### src/rtl/ebs_pkg.sv
package ebs_pkg;

  typedef enum logic [2:0] {
    ST_IDLE,
    ST_ALIGN,
    ST_LEAD,
    ST_ACTIVE,
    ST_TRAIL
  } phase_e;

  typedef struct packed {
    logic loadReq;
    logic captureRd;
    logic driveData;
  } dpStrobe_t;

endpackage

### src/rtl/ebs_ctrl.sv
module ebs_ctrl
  import ebs_pkg::*;
#(
  parameter int CNT_W = 4
) (
  input  logic             clk,
  input  logic             rstN,
  input  logic             reqValid,
  input  logic             reqWrite,
  input  logic [CNT_W-1:0] rdLead,
  input  logic [CNT_W-1:0] rdActive,
  input  logic [CNT_W-1:0] rdTrail,
  input  logic [CNT_W-1:0] wrLead,
  input  logic [CNT_W-1:0] wrActive,
  input  logic [CNT_W-1:0] wrTrail,
  input  logic             useReady,
  input  logic             halfRate,
  input  logic             readyIn,
  output dpStrobe_t        strobe,
  output logic             idle,
  output logic             done,
  output logic             busRise,
  output logic             csN,
  output logic             rdN,
  output logic             weN,
  output logic             rnw
);

  localparam logic [CNT_W-1:0] ONE = CNT_W'(1);

  phase_e           state, stateNxt;
  logic [CNT_W-1:0] cnt, cntNxt;
  logic [CNT_W-1:0] lenAct, lenTrail;
  logic [CNT_W-1:0] selLead, leadEff;
  logic             isWr, phaseBit, doneReg;
  logic             accept, finish, captureRd, readyHold;

  assign selLead   = reqWrite ? wrLead : rdLead;
  assign leadEff   = (selLead == '0) ? ONE : selLead;
  assign accept    = (state == ST_IDLE) && reqValid;
  assign readyHold = useReady && !readyIn;

  always_comb begin
    stateNxt  = state;
    cntNxt    = cnt;
    finish    = 1'b0;
    captureRd = 1'b0;
    unique case (state)
      ST_IDLE: begin
        if (reqValid) begin
          stateNxt = (halfRate && !phaseBit) ? ST_ALIGN : ST_LEAD;
          cntNxt   = leadEff - ONE;
        end
      end
      ST_ALIGN: stateNxt = ST_LEAD;
      ST_LEAD: begin
        if (cnt != '0) begin
          cntNxt = cnt - ONE;
        end else begin
          captureRd = !isWr && (lenAct == '0);
          if (lenAct != '0) begin
            stateNxt = ST_ACTIVE;
            cntNxt   = lenAct - ONE;
          end else if (lenTrail != '0) begin
            stateNxt = ST_TRAIL;
            cntNxt   = lenTrail - ONE;
          end else begin
            stateNxt = ST_IDLE;
            finish   = 1'b1;
          end
        end
      end
      ST_ACTIVE: begin
        if (cnt != '0) begin
          cntNxt = cnt - ONE;
        end else if (!readyHold) begin
          captureRd = !isWr;
          if (lenTrail != '0) begin
            stateNxt = ST_TRAIL;
            cntNxt   = lenTrail - ONE;
          end else begin
            stateNxt = ST_IDLE;
            finish   = 1'b1;
          end
        end
      end
      ST_TRAIL: begin
        if (cnt != '0) begin
          cntNxt = cnt - ONE;
        end else begin
          stateNxt = ST_IDLE;
          finish   = 1'b1;
        end
      end
      default: stateNxt = ST_IDLE;
    endcase
  end

  always_ff @(posedge clk or negedge rstN) begin
    if (!rstN) begin
      state    <= ST_IDLE;
      cnt      <= '0;
      lenAct   <= '0;
      lenTrail <= '0;
      isWr     <= 1'b0;
      phaseBit <= 1'b0;
      doneReg  <= 1'b0;
    end else begin
      state    <= stateNxt;
      cnt      <= cntNxt;
      phaseBit <= ~phaseBit;
      doneReg  <= finish;
      if (accept) begin
        isWr     <= reqWrite;
        lenAct   <= reqWrite ? wrActive : rdActive;
        lenTrail <= reqWrite ? wrTrail : rdTrail;
      end
    end
  end

  assign strobe.loadReq   = accept;
  assign strobe.captureRd = captureRd;
  assign strobe.driveData = isWr && ((state == ST_ACTIVE) || (state == ST_TRAIL));

  assign idle    = (state == ST_IDLE);
  assign done    = doneReg;
  assign busRise = halfRate ? ~phaseBit : 1'b1;
  assign csN     = !((state == ST_LEAD) || (state == ST_ACTIVE) || (state == ST_TRAIL));
  assign rdN     = !((state == ST_ACTIVE) && !isWr);
  assign weN     = !((state == ST_ACTIVE) && isWr);
  assign rnw     = !(isWr && ((state == ST_ACTIVE) || (state == ST_TRAIL)));

  AST_LEAD_ON_RISE: assert property (@(posedge clk) disable iff (!rstN)
    $fell(csN) |-> busRise);
  AST_ALIGN_QUIET: assert property (@(posedge clk) disable iff (!rstN)
    (state == ST_ALIGN) |-> (csN && rdN && weN && rnw));
  AST_ONE_STROBE: assert property (@(posedge clk) disable iff (!rstN)
    $onehot0({~rdN, ~weN}));
  AST_NO_STRETCH: assert property (@(posedge clk) disable iff (!rstN)
    (state == ST_ACTIVE && cnt == '0 && !useReady) |=> (state != ST_ACTIVE));
  AST_READY_STRETCH: assert property (@(posedge clk) disable iff (!rstN)
    (state == ST_ACTIVE && cnt == '0 && useReady && !readyIn) |=> (state == ST_ACTIVE));
  AST_DONE_PULSE: assert property (@(posedge clk) disable iff (!rstN)
    done |=> !done);

endmodule

### src/rtl/ebs_datapath.sv
module ebs_datapath
  import ebs_pkg::*;
#(
  parameter int ADDR_W = 19,
  parameter int DATA_W = 16
) (
  input  logic              clk,
  input  logic              rstN,
  input  dpStrobe_t         strobe,
  input  logic [ADDR_W-1:0] reqAddr,
  input  logic [DATA_W-1:0] reqWdata,
  input  logic [DATA_W-1:0] busDin,
  output logic [ADDR_W-1:0] busAddr,
  output logic [DATA_W-1:0] busDout,
  output logic              busDoe,
  output logic [DATA_W-1:0] rdData
);

  logic [ADDR_W-1:0] addrReg;
  logic [DATA_W-1:0] wdataReg, rdReg;

  always_ff @(posedge clk or negedge rstN) begin
    if (!rstN) begin
      addrReg  <= '0;
      wdataReg <= '0;
      rdReg    <= '0;
    end else begin
      if (strobe.loadReq) begin
        addrReg  <= reqAddr;
        wdataReg <= reqWdata;
      end
      if (strobe.captureRd) rdReg <= busDin;
    end
  end

  assign busAddr = addrReg;
  assign busDout = wdataReg;
  assign busDoe  = strobe.driveData;
  assign rdData  = rdReg;

  AST_ADDR_HOLD: assert property (@(posedge clk) disable iff (!rstN)
    !strobe.loadReq |=> $stable(busAddr));
  AST_WDATA_HOLD: assert property (@(posedge clk) disable iff (!rstN)
    strobe.driveData |=> (!strobe.driveData || $stable(busDout)));
  AST_RD_HOLD: assert property (@(posedge clk) disable iff (!rstN)
    !strobe.captureRd |=> $stable(rdData));

endmodule

### src/rtl/ext_bus_seq.sv
module ext_bus_seq
  import ebs_pkg::*;
#(
  parameter int ADDR_W = 19,
  parameter int DATA_W = 16,
  parameter int CNT_W  = 4
) (
  input  logic              clk,
  input  logic              rstN,
  input  logic              reqValid,
  input  logic              reqWrite,
  input  logic [ADDR_W-1:0] reqAddr,
  input  logic [DATA_W-1:0] reqWdata,
  input  logic [CNT_W-1:0]  rdLead,
  input  logic [CNT_W-1:0]  rdActive,
  input  logic [CNT_W-1:0]  rdTrail,
  input  logic [CNT_W-1:0]  wrLead,
  input  logic [CNT_W-1:0]  wrActive,
  input  logic [CNT_W-1:0]  wrTrail,
  input  logic              useReady,
  input  logic              halfRate,
  input  logic              readyIn,
  input  logic [DATA_W-1:0] busDin,
  output logic              idle,
  output logic              done,
  output logic [DATA_W-1:0] rdData,
  output logic              busRise,
  output logic              csN,
  output logic              rdN,
  output logic              weN,
  output logic              rnw,
  output logic [ADDR_W-1:0] busAddr,
  output logic [DATA_W-1:0] busDout,
  output logic              busDoe
);

  dpStrobe_t strobe;

  ebs_ctrl #(.CNT_W(CNT_W)) ctrl_i (
    .clk(clk), .rstN(rstN), .reqValid(reqValid), .reqWrite(reqWrite),
    .rdLead(rdLead), .rdActive(rdActive), .rdTrail(rdTrail),
    .wrLead(wrLead), .wrActive(wrActive), .wrTrail(wrTrail),
    .useReady(useReady), .halfRate(halfRate), .readyIn(readyIn),
    .strobe(strobe), .idle(idle), .done(done), .busRise(busRise),
    .csN(csN), .rdN(rdN), .weN(weN), .rnw(rnw)
  );

  ebs_datapath #(.ADDR_W(ADDR_W), .DATA_W(DATA_W)) dp_i (
    .clk(clk), .rstN(rstN), .strobe(strobe), .reqAddr(reqAddr),
    .reqWdata(reqWdata), .busDin(busDin), .busAddr(busAddr),
    .busDout(busDout), .busDoe(busDoe), .rdData(rdData)
  );

endmodule

### config.mk
export PLATFORM = sky130hd
export DESIGN_NAME = ext_bus_seq
export DESIGN_NICKNAME = d
export VERILOG_FILES = /design/src/rtl/ebs_pkg.sv /design/src/rtl/ebs_ctrl.sv /design/src/rtl/ebs_datapath.sv /design/src/rtl/ext_bus_seq.sv
export SDC_FILE = /design/constraint.sdc
export NUM_CORES = 1
export LEC_CHECK = 0
export ABC_AREA = 0
export ABC_CLOCK_PERIOD_IN_PS = 2300
export BUFFER_PORTS_ARGS = -buffer_cell sky130_fd_sc_hd__buf_2
export CORE_MARGIN = 5
export CORE_UTILIZATION = 48
export DETAILED_ROUTE_END_ITERATION = 8
export PLACE_DENSITY = 0.85
export SYNTH_ARGS = -nofsm -noshare
export SYNTH_HDL_FRONTEND = slang
export SYNTH_SLANG_ARGS = --single-unit
### constraint.sdc
create_clock -name clk -period 2.3 [get_ports clk]
set_input_delay 0.46 -clock clk [delete_from_list [all_inputs] [get_ports clk]]
set_output_delay 0.46 -clock clk [all_outputs]
set_load 0.01 [all_outputs]
==> flow_metrics.py <==
metrics = {
    "power_and_ir_drop": {
        "report.power.total_uw": 5820,
        "total_switching_power_uw": 2210,
        "leakage_uw": 0.00219,
        "power_density_mw_per_mm2": 1330,
        "pwr-share-comb_pct": 44.6,
        "power_frac_clock_pct": 17.1,
        "switching_share_of_power_pct": 38.0,
        "seq_power_share_pct": 38.2,
        "ir_drop_uv": 801,
        "power_report.internal_total_uw": 3610,
    },
    "synthesis": {
        "ys_top_cells_by_count": "sky130_fd_sc_hd__dfrtp_1, sky130_fd_sc_hd__mux2_2, sky130_fd_sc_hd__nor2_1",
        "synthDistinctLibCells": 46,
        "synthesis.area_mm2": 0.00333,
        "netlist_instances": 276,
        "ys_ff_latch": 69,
        "ys_warn_count": 0,
        "asyncSetResetFlopFracSynth_pct": 100,
        "synth_area_leader_cell": "sky130_fd_sc_hd__dfrtp_1",
        "post-synth-top-count-cell": "sky130_fd_sc_hd__dfrtp_1",
        "synthFlopType": "sky130_fd_sc_hd__dfrtp_1",
        "post_synth.cell_area_avg_um2": 12.1,
        "synthDominantCellAreaShare_pct": 51.8,
        "synth_edf_count": 0,
        "synth-seq-area-share_pct": 51.8,
        "synth_nets": 364,
        "ys_top_cells_by_area": "sky130_fd_sc_hd__dfrtp_1, sky130_fd_sc_hd__mux2_2, sky130_fd_sc_hd__mux2i_1",
    },
    "die": {
        "placeableCoreArea_mm2": 0.00679,
        "chipHeight_um": 93.3,
        "io-pin-count": 141,
        "row_count": 30,
        "dieArea_mm2": 0.00871,
        "die_w_um": 93.3,
        "start_util_pct": 49.1,
    },
    "sta": {
        "timing.setup.tns_ns": 0,
        "max_freq_mhz": 468,
        "relative_slew_margins_pct": 62.9,
        "timing_worst_slew_pin_value_ns": 0.556,
        "final_min_period_over_clock_period_pct": 92.8,
        "slew_viol_final": 0,
        "setup_viol": 0,
        "hold_violations": 0,
        "fin_crit_ns": 2.14,
        "rsz0062_at_grt": "no",
        "skew_ns": 0.00942,
    },
    "clock_network": {
        "cts_sinks": 69,
        "clkSlewWorstSetupHoldPaths_ns": 0.08,
        "root_buffer": "sky130_fd_sc_hd__clkbuf_8",
        "max-clock-path-buffers": 2,
        "numCtsBuffers": 9,
        "worstSkewPairLatency_ns": 0.34,
        "tritoncts_clock_tree": "yes",
        "cts_post_setup_buffers_inserted": 0,
        "cts.htree.levels": 3,
    },
    "place": {
        "placement.io_buffers": 140,
        "gp_congestion": 0.939,
        "dp_hpwl_um": 6380,
    },
    "routing": {
        "post-route-drc-count": 0,
        "wirelength_um": 8140,
        "drt_first_iter_violations": 96,
        "drt_first_pass_iters": 4,
        "route.detailed.wl_per_inst_um": 15.6,
        "final_antenna_net_count": 0,
        "post_drt_via_cell_ratio": 5.06,
        "vias": 2634,
    },
    "final_layout": {
        "filler_cell_count_in_the_final_layout": 559,
        "synthToLayoutAreaGrowth_pct": 30.9,
        "layout-drive-gt1-share_pct": 51.1,
        "multi_input_area_mm2": 0.00150,
        "layout.area.seq_mm2": 0.00173,
        "layout.core_utilization_pct": 64.3,
        "antenna_cells": 0,
        "finish.net_count": 508,
    },
    "critical_path": {
        "timing.critical_path.from_type": "register",
        "cp_max_fo": 12,
        "worst_ep_required_time_ns": 1.84,
        "type_of_the_worst_setup_path": "reg2out",
        "timing.critical_path.to_type": "output pin",
        "worst_ep_arrival_time_ns": 1.68,
    },
    "global_routing": {
        "total_congestion_overflow_after_global_routing": 0,
        "largest_net_degree_at_the_start_of_global_routing": 53,
        "antenna_found_initial": 0,
        "first_global_vias": 2836,
        "grt.total_usage_pct": 19.4,
        "global_route_wire_length_before_repair_um": 13300,
    },
    "min_path": {
        "type_of_the_tightest_min_delay_check": "in2async",
    },
    "run": {
        "maxCapViolations": 0,
    },
    "outcome": {
        "status": "finished clean",
    },
}
stage by stage:
step           setup WS [ns]  instance area (um^2)  hold slack [ns]  cells
2_1_floorplan          0.257                  3330            0.164    276
3_3_place_gp           0.273                  4160            0.435    505
3_5_place_dp           0.178                  4160            0.456    505
4_1_cts                0.154                  4360            0.103    521
5_1_grt               0.0309                  4370            0.128    521
6_report               0.165                  4370            0.103    521
worst max-delay path: stages (launching register included):
cell,delay (ns)
sky130_fd_sc_hd__dfrtp_1,0.53
sky130_fd_sc_hd__nor2b_1,0.14
sky130_fd_sc_hd__and2_1,0.20
sky130_fd_sc_hd__o21ai_0,0.27
sky130_fd_sc_hd__inv_1,0.06
sky130_fd_sc_hd__buf_2,0.14
metal layers:
layer	share of wire [%]	track usage, %	wire length (um)	vias up
met3	9.3	7.16	758	9
met2	49	32.0	3970	108
li1	-	-	-	1271
met4	1.4	6.23	110	0
met5	0	0	0	-
met1	41	23.4	3300	1246
logic make-up (layout without fill, tap and decap cells):
family | after synthesis | in the layout | share of synthesized area, %
AOI/OAI and AO/OA | 46 | 46 | 9.72
xor gates and xnor gates | 4 | 4 | 1.05
adders and majority gates | 6 | 6 | 2.25
buffers and inverters | 25 | 174 | 3.49
DFF | 69 | 69 | 51.8
muxes | 68 | 68 | 22.4
and+or+nand+nor | 58 | 58 | 9.31
layout by cell type (no fill, tap or decap), types with 2 or more instances in the layout:
cell,Yosys,final
sky130_fd_sc_hd__nand2b_1,6,6
sky130_fd_sc_hd__a21oi_1,15,15
sky130_fd_sc_hd__ha_1,6,6
sky130_fd_sc_hd__or3b_1,2,2
sky130_fd_sc_hd__buf_4,1,6
sky130_fd_sc_hd__a211oi_1,2,2
sky130_fd_sc_hd__a31oi_1,3,3
sky130_fd_sc_hd__nand2_1,10,10
sky130_fd_sc_hd__nor2b_1,7,7
sky130_fd_sc_hd__clkinv_4,0,2
sky130_fd_sc_hd__mux2_1,10,10
sky130_fd_sc_hd__o21ai_0,8,8
sky130_fd_sc_hd__nor3_1,6,6
sky130_fd_sc_hd__xnor2_1,4,4
sky130_fd_sc_hd__mux2_2,43,43
sky130_fd_sc_hd__buf_12,0,2
sky130_fd_sc_hd__clkbuf_8,0,9
sky130_fd_sc_hd__a221oi_2,2,2
sky130_fd_sc_hd__buf_2,9,140
sky130_fd_sc_hd__clkinv_2,0,2
sky130_fd_sc_hd__dfrtp_1,69,69
sky130_fd_sc_hd__nor3b_2,2,2
sky130_fd_sc_hd__mux2i_1,15,15
sky130_fd_sc_hd__o211ai_1,2,2
sky130_fd_sc_hd__inv_1,10,10
sky130_fd_sc_hd__nor2_1,17,17
flip-flops by register name, indices dropped and copies added, names as in the netlist:
signal and count:
ctrl_i.cnt 4, ctrl_i.state 3, ctrl_i.lenTrail 4, dp_i.busAddr 19, ctrl_i.done 1, ctrl_i.phaseBit 1
ctrl_i.isWr 1, ctrl_i.lenAct 4, dp_i.rdData 16, dp_i.busDout 16
what timing repair did:
action,4_1_cts,5_1_grt
endpoints found under the setup margin,0,1
hold buffers,0,0
resized for setup,0,1
area by class of cell:
type | count | area share, %
clock buffers | 9 | 2.84
clock inverters | 7 | 1.69
inverters | 10 | 0.860
multi-input cells | 182 | 34.3
flip-flops and latches | 69 | 39.6
well taps | 96 | 2.75
repair buffers | 148 | 18.0
worst paths after layout:
kind                                       from              end  slack (ns)  cells after the start
worst max register to register    ctrl_i.cnt[0]    ctrl_i.cnt[0]        0.18                      7
worst max-delay path            ctrl_i.state[2]           busDoe        0.16                      5
worst min register to register  ctrl_i.phaseBit  ctrl_i.phaseBit        0.47                      1
min in group clk                      busDin[9]   dp_i.rdData[9]        0.33                      2
max in group asynchronous                  rstN   dp_i.rdData[4]        1.57                      2
worst min-delay path                       rstN  dp_i.busDout[0]        0.10                      1
power by group through the flow:
stage / clock (uW) / sequential, uW / combinational, uW
floorplan: 0 / 2370 / 1520
global placement: 0 / 2210 / 2530
detailed placement: 0 / 2240 / 2630
CTS: 1020 / 2220 / 2630
global route: 1060 / 2320 / 2880
finish: 996 / 2230 / 2600
No activity file was read; power rests on OpenSTA's default activity.
